## src/rtl/errconf_pkg.sv

```systemverilog
package errconf_pkg;

    typedef enum logic [1:0] {
        NODE_ACTIVE  = 2'd0,
        NODE_PASSIVE = 2'd1,
        NODE_BUSOFF  = 2'd2
    } node_state_e;

    localparam int unsigned DEF_CNT_W       = 9;
    localparam int unsigned DEF_TX_WEIGHT   = 8;
    localparam int unsigned DEF_RX_WEIGHT   = 1;
    localparam int unsigned DEF_PASSIVE_LVL = 128;
    localparam int unsigned DEF_BUSOFF_LVL  = 256;
    localparam int unsigned DEF_RX_CAP      = 255;
    localparam int unsigned DEF_RECOVER_RUN = 128;

    // Classify a pair of counter values into the node state.
    function automatic node_state_e classify(
        input int unsigned tec,
        input int unsigned rec,
        input int unsigned passive_lvl,
        input int unsigned busoff_lvl
    );
        if (tec >= busoff_lvl)
            return NODE_BUSOFF;
        else if (tec >= passive_lvl || rec >= passive_lvl)
            return NODE_PASSIVE;
        else
            return NODE_ACTIVE;
    endfunction

endpackage

```

## src/rtl/errconf_tx_counter.sv

```systemverilog
module errconf_tx_counter #(
    parameter int unsigned CNT_W  = 9,
    parameter int unsigned WEIGHT = 8,
    parameter int unsigned LIMIT  = 256
) (
    input  logic             clk,
    input  logic             rst,
    input  logic             frozen,
    input  logic             clear,
    input  logic             err,
    input  logic             ok,
    output logic [CNT_W-1:0] cnt_next,
    output logic [CNT_W-1:0] cnt_q
);
    localparam logic [CNT_W:0]   LIMIT_W  = (CNT_W+1)'(LIMIT);
    localparam logic [CNT_W:0]   WEIGHT_W = (CNT_W+1)'(WEIGHT);

    logic [CNT_W:0] sum;

    always_comb begin
        sum      = {1'b0, cnt_q} + WEIGHT_W;
        cnt_next = cnt_q;
        if (clear)
            cnt_next = '0;
        else if (frozen)
            cnt_next = cnt_q;
        else if (err)
            cnt_next = (sum >= LIMIT_W) ? LIMIT_W[CNT_W-1:0] : sum[CNT_W-1:0];
        else if (ok && cnt_q != '0)
            cnt_next = cnt_q - 1'b1;
    end

    always_ff @(posedge clk) begin
        if (rst)
            cnt_q <= '0;
        else
            cnt_q <= cnt_next;
    end

    AST_TEC_BOUND: assert property (@(posedge clk) disable iff (rst)
        {1'b0, cnt_q} <= LIMIT_W);

    AST_TEC_STEP: assert property (@(posedge clk) disable iff (rst)
        (err && !frozen && !clear && ({1'b0, cnt_q} + WEIGHT_W <= LIMIT_W))
        |=> ({1'b0, cnt_q} == {1'b0, $past(cnt_q)} + WEIGHT_W));

    AST_TEC_FROZEN: assert property (@(posedge clk) disable iff (rst)
        (frozen && !clear) |=> $stable(cnt_q));

    AST_TEC_FLOOR: assert property (@(posedge clk) disable iff (rst)
        (ok && !err && !frozen && !clear && cnt_q == '0) |=> (cnt_q == '0));

endmodule

```

## src/rtl/errconf_rx_counter.sv

```systemverilog
module errconf_rx_counter #(
    parameter int unsigned CNT_W  = 9,
    parameter int unsigned WEIGHT = 1,
    parameter int unsigned CAP    = 255
) (
    input  logic             clk,
    input  logic             rst,
    input  logic             frozen,
    input  logic             clear,
    input  logic             err,
    input  logic             ok,
    output logic [CNT_W-1:0] cnt_next,
    output logic [CNT_W-1:0] cnt_q
);
    localparam logic [CNT_W:0] CAP_W    = (CNT_W+1)'(CAP);
    localparam logic [CNT_W:0] WEIGHT_W = (CNT_W+1)'(WEIGHT);

    logic [CNT_W:0] sum;

    always_comb begin
        sum      = {1'b0, cnt_q} + WEIGHT_W;
        cnt_next = cnt_q;
        if (clear)
            cnt_next = '0;
        else if (frozen)
            cnt_next = cnt_q;
        else if (err)
            cnt_next = (sum >= CAP_W) ? CAP_W[CNT_W-1:0] : sum[CNT_W-1:0];
        else if (ok && cnt_q != '0)
            cnt_next = cnt_q - 1'b1;
    end

    always_ff @(posedge clk) begin
        if (rst)
            cnt_q <= '0;
        else
            cnt_q <= cnt_next;
    end

    AST_REC_CAP: assert property (@(posedge clk) disable iff (rst)
        {1'b0, cnt_q} <= CAP_W);

    AST_REC_FLOOR: assert property (@(posedge clk) disable iff (rst)
        (ok && !err && !frozen && !clear && cnt_q == '0) |=> (cnt_q == '0));

    AST_REC_FROZEN: assert property (@(posedge clk) disable iff (rst)
        (frozen && !clear) |=> $stable(cnt_q));

endmodule

```

## src/rtl/errconf_recovery.sv

```systemverilog
module errconf_recovery #(
    parameter int unsigned RUNS = 128
) (
    input  logic clk,
    input  logic rst,
    input  logic in_busoff,
    input  logic idle11,
    output logic done
);
    localparam int unsigned RW = $clog2(RUNS + 1);
    localparam logic [RW-1:0] LAST = RW'(RUNS - 1);

    logic [RW-1:0] runs_q;

    assign done = in_busoff && idle11 && (runs_q == LAST);

    always_ff @(posedge clk) begin
        if (rst || !in_busoff)
            runs_q <= '0;
        else if (idle11)
            runs_q <= (runs_q == LAST) ? '0 : runs_q + 1'b1;
    end

    AST_RUNS_BOUND: assert property (@(posedge clk) disable iff (rst)
        runs_q <= LAST);

    AST_RUNS_IDLE: assert property (@(posedge clk) disable iff (rst)
        (in_busoff && !idle11) |=> $stable(runs_q));

endmodule

```

## src/rtl/errconf_state.sv

```systemverilog
module errconf_state
    import errconf_pkg::*;
#(
    parameter int unsigned CNT_W       = 9,
    parameter int unsigned PASSIVE_LVL = 128,
    parameter int unsigned BUSOFF_LVL  = 256
) (
    input  logic             clk,
    input  logic             rst,
    input  logic             clear,
    input  logic [CNT_W-1:0] tec_next,
    input  logic [CNT_W-1:0] rec_next,
    input  logic [CNT_W-1:0] tec_q,
    input  logic [CNT_W-1:0] rec_q,
    output node_state_e      state_q,
    output logic             err_active_o,
    output logic             err_passive_o,
    output logic             bus_off_o,
    output logic             active_flag_o
);
    node_state_e state_next;

    always_comb begin
        if (clear)
            state_next = NODE_ACTIVE;
        else
            state_next = classify(32'(tec_next), 32'(rec_next),
                                  PASSIVE_LVL, BUSOFF_LVL);
    end

    always_ff @(posedge clk) begin
        if (rst)
            state_q <= NODE_ACTIVE;
        else
            state_q <= state_next;
    end

    assign err_active_o  = (state_q == NODE_ACTIVE);
    assign err_passive_o = (state_q == NODE_PASSIVE);
    assign bus_off_o     = (state_q == NODE_BUSOFF);
    assign active_flag_o = (state_q == NODE_ACTIVE);

    AST_ACTIVE_BAND: assert property (@(posedge clk) disable iff (rst)
        err_active_o |-> (32'(tec_q) < PASSIVE_LVL && 32'(rec_q) < PASSIVE_LVL));

    AST_PASSIVE_BAND: assert property (@(posedge clk) disable iff (rst)
        err_passive_o |-> ((32'(tec_q) >= PASSIVE_LVL || 32'(rec_q) >= PASSIVE_LVL)
                           && 32'(tec_q) < BUSOFF_LVL));

    AST_BUSOFF_LEVEL: assert property (@(posedge clk) disable iff (rst)
        bus_off_o |-> (32'(tec_q) == BUSOFF_LVL));

    AST_ONE_STATE: assert property (@(posedge clk) disable iff (rst)
        $onehot({err_active_o, err_passive_o, bus_off_o}));

endmodule

```

## src/rtl/errconf_tracker.sv

```systemverilog
module errconf_tracker
    import errconf_pkg::*;
#(
    parameter int unsigned CNT_W       = DEF_CNT_W,
    parameter int unsigned TX_WEIGHT   = DEF_TX_WEIGHT,
    parameter int unsigned RX_WEIGHT   = DEF_RX_WEIGHT,
    parameter int unsigned PASSIVE_LVL = DEF_PASSIVE_LVL,
    parameter int unsigned BUSOFF_LVL  = DEF_BUSOFF_LVL,
    parameter int unsigned RX_CAP      = DEF_RX_CAP,
    parameter int unsigned RECOVER_RUN = DEF_RECOVER_RUN
) (
    input  logic             clk,
    input  logic             rst,
    input  logic             tx_err_i,
    input  logic             rx_err_i,
    input  logic             tx_ok_i,
    input  logic             rx_ok_i,
    input  logic             idle11_i,
    output logic [CNT_W-1:0] tec_o,
    output logic [CNT_W-1:0] rec_o,
    output logic             err_active_o,
    output logic             err_passive_o,
    output logic             bus_off_o,
    output logic             active_flag_o
);
    logic [CNT_W-1:0] tec_next, rec_next;
    logic             recover;
    node_state_e      state_q;

    errconf_recovery #(.RUNS(RECOVER_RUN)) u_recovery (
        .clk       (clk),
        .rst       (rst),
        .in_busoff (bus_off_o),
        .idle11    (idle11_i),
        .done      (recover)
    );

    errconf_tx_counter #(
        .CNT_W (CNT_W), .WEIGHT (TX_WEIGHT), .LIMIT (BUSOFF_LVL)
    ) u_tec (
        .clk      (clk),
        .rst      (rst),
        .frozen   (bus_off_o),
        .clear    (recover),
        .err      (tx_err_i),
        .ok       (tx_ok_i),
        .cnt_next (tec_next),
        .cnt_q    (tec_o)
    );

    errconf_rx_counter #(
        .CNT_W (CNT_W), .WEIGHT (RX_WEIGHT), .CAP (RX_CAP)
    ) u_rec (
        .clk      (clk),
        .rst      (rst),
        .frozen   (bus_off_o),
        .clear    (recover),
        .err      (rx_err_i),
        .ok       (rx_ok_i),
        .cnt_next (rec_next),
        .cnt_q    (rec_o)
    );

    errconf_state #(
        .CNT_W (CNT_W), .PASSIVE_LVL (PASSIVE_LVL), .BUSOFF_LVL (BUSOFF_LVL)
    ) u_state (
        .clk           (clk),
        .rst           (rst),
        .clear         (recover),
        .tec_next      (tec_next),
        .rec_next      (rec_next),
        .tec_q         (tec_o),
        .rec_q         (rec_o),
        .state_q       (state_q),
        .err_active_o  (err_active_o),
        .err_passive_o (err_passive_o),
        .bus_off_o     (bus_off_o),
        .active_flag_o (active_flag_o)
    );

    AST_RECOVER_CLEAR: assert property (@(posedge clk) disable iff (rst)
        $fell(bus_off_o) |-> (tec_o == '0 && rec_o == '0 && state_q == NODE_ACTIVE));

    AST_REC_NO_BUSOFF: assert property (@(posedge clk) disable iff (rst)
        $rose(bus_off_o) |-> (32'(tec_o) == BUSOFF_LVL));

endmodule

```

## config.mk

```make
export PLATFORM = sky130hd
export DESIGN_NAME = errconf_tracker
export DESIGN_NICKNAME = d
export VERILOG_FILES = /design/src/rtl/errconf_pkg.sv /design/src/rtl/errconf_tx_counter.sv /design/src/rtl/errconf_rx_counter.sv /design/src/rtl/errconf_recovery.sv /design/src/rtl/errconf_state.sv /design/src/rtl/errconf_tracker.sv
export SDC_FILE = /design/constraint.sdc
export NUM_CORES = 1
export LEC_CHECK = 0
export BUFFER_PORTS_ARGS = -buffer_cell sky130_fd_sc_hd__buf_4
export CELL_PAD_IN_SITES_DETAIL_PLACEMENT = 0
export CELL_PAD_IN_SITES_GLOBAL_PLACEMENT = 1
export CORE_AREA = 3 3 62 122
export DETAILED_ROUTE_END_ITERATION = 12
export DIE_AREA = 0 0 65 125
export PLACE_DENSITY = 0.77
export SYNTH_ARGS = -nofsm -noshare
export SYNTH_HDL_FRONTEND = slang
export SYNTH_HIERARCHICAL = 1
export SYNTH_SLANG_ARGS = --single-unit
```

## constraint.sdc

```tcl
create_clock -name clk -period 2.6 [get_ports clk]
set_clock_uncertainty 0.2 [all_clocks]
set_input_delay 0.13 -clock clk [delete_from_list [all_inputs] [get_ports clk]]
set_output_delay 0.13 -clock clk [all_outputs]
set_load 0.01 [all_outputs]
```

Word-level counts from Yosys, hierarchy flattened
Index checks and enable logic that the tools add are counted.
{ "totals": {"reg_bits": 28, "elab_cells": 43} }
{ "op_classes": {"add_sub_neg": 5, "order_cmp": 5, "n_eq_ne": 3, "muxes": 13, "reduce_logical": 12} }
{ "op_table": {"columns": ["op", "count"], "rows": [
  ["$mux W9", 10],
  ["$ge A9 B8 Y1 const B", 2],
  ["$reduce_bool A9 Y1", 2],
  ["$sub A9 B1 Y9 const B", 2],
  ["$add A9 B1 Y10 const B", 1],
  ["$add A9 B4 Y10 const B", 1],
  ["$ge A10 B8 Y1 const B", 1],
  ["$ge A10 B9 Y1 const B", 1],
  ["$ge A9 B9 Y1 const B", 1],
  ["$add A8 B1 Y8 const B", 1],
  ["$eq A8 B7 Y1 const B", 1],
  ["$mux W8", 1],
  ["$logic_and A1 B1 Y1", 4],
  ["$reduce_or A3 Y1", 1],
  ["$eq A2 B1 Y1 const B", 1],
  ["$eq A2 B2 Y1 const B", 1],
  ["$logic_not A2 Y1", 1],
  ["$logic_or A1 B1 Y1", 2],
  ["$mux W2", 1],
  ["$reduce_or A2 Y1", 1],
  ["$logic_not A1 Y1", 1],
  ["$mux W1", 1]
]} }

Depth between registers and ports, before layout
{ "logic_depth": {"word_depth": 10, "depth_mapped": 11, "ltp_nobuf": 9} }

Cells and area by module
Netlist, hierarchy kept.
{ "by_module_without_submodules": {"columns": ["module", "instances", "cells_per_inst", "area_each_um2"], "rows": [
  ["errconf_rx_counter", 1, 138, 1019.7],
  ["errconf_tx_counter", 1, 132, 984.7],
  ["errconf_recovery", 1, 42, 384.1],
  ["errconf_state", 1, 9, 88.8]
]} }

Least setup slack after synthesis
Ideal clock, no wire load.
{ "synth_timing": {"path_type": "reg-to-output", "start": "register u_state.state_q[0]", "end": "output port err_active_o", "t_arrival_ns": 0.671, "required_ns": 2.270, "slack_ns": 1.599, "stages_incl_launch_ff": 3, "n_path_buf": 1, "cell_sequence": "dfxtp_1 nor2_1 buf_4"} }
{ "synth_between": {"elab_chain_len": 1} }
{ "synth_rtl": {"columns": ["element", "line_no", "text"], "rows": [
  ["start, declared", "errconf_state.sv:15", "output node_state_e state_q,"],
  ["start signal, assigned", "errconf_state.sv:35", "state_q <= state_next;"],
  ["$logic_not A2 Y1", null, null],
  ["end, declared", "errconf_tracker.sv:21", "output logic err_active_o,"]
]} }
Every way passes these cells.

Final worst setup path
{ "layout_timing": {"start": "register u_rec.cnt_q[1]", "end": "register u_state.state_q[0]"} }
{ "layout_between": {"elab_chain_len": 9, "word_cells_on_any_way": 13, "classes_between": "add/sub (2); order compare (2); mux (6); reduce/logical (3)"} }
{ "layout_rtl": {"columns": ["element", "line_no", "text"], "rows": [
  ["start, declared", "errconf_rx_counter.sv:13", "output logic [CNT_W-1:0] cnt_q"],
  ["start signal, assigned", "errconf_rx_counter.sv:37", "cnt_q <= cnt_next;"],
  ["$add A9 B1 Y10 / $reduce_bool A9 Y1 (equally long branches)", "errconf_rx_counter.sv:21, errconf_rx_counter.sv:29", null],
  ["$ge A10 B8 Y1 / $logic_and A1 B1 Y1 (equally long branches)", "errconf_rx_counter.sv:28, errconf_rx_counter.sv:29", null],
  ["$mux W9 (on tied branches)", "errconf_rx_counter.sv:28, errconf_rx_counter.sv:29", null],
  ["$mux W9 (*)", "errconf_rx_counter.sv:27", "else if (err)"],
  ["$mux W9 (*)", "errconf_rx_counter.sv:25", "else if (frozen)"],
  ["$mux W9 (*)", "errconf_rx_counter.sv:23", "if (clear)"],
  ["named net rec_next[7]", "errconf_tracker.sv:26", "logic [CNT_W-1:0] tec_next, rec_next;"],
  ["$ge A9 B8 Y1 (*)", "errconf_pkg.sv:26", "else if (tec >= passive_lvl || rec >= passive_lvl)"],
  ["$logic_or A1 B1 Y1 (*)", "errconf_pkg.sv:26", null],
  ["$mux W1 (*)", "errconf_pkg.sv:26", null]
]} }
Mark *: on every way through the listed nets, which the timed path passes. The rest lies on a longest branch.
A chain may end at the register's enable or synchronous reset.

==> summary.txt <==
STA
  – Hold Vio Cnt, Final: 0
  – Slew HR: a little under three fifths
  – Final Max Slew Viols: 0
  – Period utilization: between 90% and 100%
  – Setup Viol. Count Final: 0
  – Max Freq: 0.4102 GHz
  – Sum Neg Setup Slack: 0 ps
  – RSZ-0062 raised after global routing: false
  – Worst Max-Slew Pin Slew: roughly 650 ps
  – Final period demand of the worst path: around 2400 ps

Final layout
  – Commonest non-fill, non-tap cell in the layout: buf_4
  – Layout cell share with drive strength beyond 1: a little over a fifth
  – Antenna Cells: 0
  – Most frequent cells in the layout: buf_4, dfxtp_1, nor2_1
  – Nets: ~350
  – Final core occ: a little over two fifths
  – Final std cells w/o fill: roughly 420
  – Layout area overhead: 18.18%

Global routing
  – Antenna violations before repair: 0
  – Vias in the first global route: ~2,400
  – Largest net degree at the start of global routing: 16
  – Grt ovf: 0
  – Overall routing resource usage: 17.90%
  – First-pass GRT wire length: 11.58 mm

CTS
  – Post-CTS Setup Inserts: 0
  – CTS clk-pin slew, worst paths: about 70 ps
  – Total CTS buffers: 3
  – Clk_lat worst skew: roughly 260 ps
  – CTS root buf: clkbuf_16
  – H-tree depth: 1
  – # clock sinks: 28
  – CTS tree: built
  – Clock tree buffer depth: 2

Die
  – Die area: 0.008125 sq mm
  – IO Count: 29
  – Die Ht: around 130 microns
  – Initial Util: about 36%
  – Site Rows: 42
  – Die Width: roughly 65 microns
  – Core ar.: approximately 0.0067 sq mm

Place
  – GPL Wtd Cong: ~0.95
  – Port Buffers: 28
  – Post-Place Cells: between 400 and 500
  – DP HPWL: 5.675 mm

Pwr
  – Power density over the cells: between 600 and 700 mW/mm^2
  – Pwr Total: between 1.5 and 2 mW
  – Max VDD drop: 0.2973 mV
  – Leakage: 1.102 nW

Worst setup path
  – Buffers & Inverters on Critical Path: 0
  – Critical path fanouts, max: 8
  – CP required: 2540 ps
  – CP cell instances: or4b_1 > a2111oi_2 > nor4b_1 > a31oi_1 > nand3_1 > nor3_1 > nor4_2
  – Setup CP Type: flip-flop to flip-flop
  – CP top delay family: simple AND/OR/NAND/NOR gates
  – CP max-delay cell: or4b_1
  – CP max stage delay: roughly 640 ps
  – Type of destination of the critical path: flip-flop
  – Worst path arrival time: approximately 2400 ps
  – Worst Setup Start Kind: flip-flop

Detailed routing
  – WL per Instance: 16.85 microns
  – Vias: approximately 2,400
  – Routed WL: 7.093 mm
  – DR pass1 iterations: 4
  – Routed Antenna Nets: 0
  – Drc violations: 0
  – Vias per cell: 5.743
  – DRC marker count from the first detailed-route iteration: 118

Logic synthesis
  – Gate count of the mapped netlist: 306
  – Avg Inst Size Synth: about 8 sq um
  – Mapped cell area: about 0.0024 sq mm
  – Synthesis Warnings: 6
  – Syn Nets: about 320

Run
  – Number of max-cap violations: 0

Run status
  – Status: complete, no violations

Hold path
  – Hold Crit Class: input port to flip-flop
## layout make-up
class / count / area, sq um
Tap cell: 88 / 110.1
Clock buffer: 3 / 75.07
Inverter: 13 / 48.80
Sequential cell: 28 / 560.5
Fill cell: 717 / 3860
Timing Repair Buffer: 49 / 372.9
Multi-Input combinational cell: 240 / 1647
## what timing repair did
action,4_1_cts,5_1_grt
hold endpoints to repair,10,0
resized for setup,0,0
hold buffers,2,0
## worst min-delay path, cell delays in order
cell	delay, ps
buf_4	160
nand3_1	90
o21ai_0	70
## where the power goes
part           internal (mW)  switching, mW  total, mW
Sequential             0.480         0.0920      0.572
Clock                  0.204          0.142      0.347
Combinational          0.396          0.478      0.874
Total                   1.08          0.713       1.79
## worst paths after layout
path	startpoint	end	slack, ps	depth (start not counted)
max	u_rec/cnt_q[1]$_SDFF_PP0_	u_state/state_q[0]$_SDFF_PP0_	160	7
min	rx_err_i	u_rec/cnt_q[0]$_SDFF_PP0_	50	3
max reg2reg	u_rec/cnt_q[1]$_SDFF_PP0_	u_state/state_q[0]$_SDFF_PP0_	160	7
min reg2reg	u_recovery/runs_q[7]$_SDFFE_PP0P_	u_recovery/runs_q[7]$_SDFFE_PP0P_	310	2
## stage by stage
| step | worst slack (ps) | hold slack [ps] | cell area (sq um) |
|---|---|---|---|
| 5_1_grt | 22.52 | 77.21 | 2814 |
| 6_report | 161.9 | 51.09 | 2814 |
| 4_1_cts | 148.0 | 52.62 | 2814 |
| 2_1_floorplan | 290.7 | -2.138 | 2381 |
| 3_3_place_gp | 188.1 | 211.5 | 2719 |
| 3_5_place_dp | 170.1 | 212.1 | 2719 |
## flip-flops by register name, indices dropped and copies added, names as in the netlist
| register | count |
|---|---|
| u_rec/cnt_q | 9 |
| u_recovery/runs_q | 8 |
| u_state/state_q | 2 |
| u_tec/cnt_q | 9 |
## layer usage
layer / global-route usage (%) / vias to the layer above / part of all wire, %
li1: - / 1196 / -
met1: 17.82 / 1140 / 36
met2: 35.69 / 65 / 58
met3: 1.167 / 17 / 2.5
met4: 7.980 / 0 / 3.8
met5: 0 / - / 0
No activity file was read; power rests on OpenSTA's default activity.
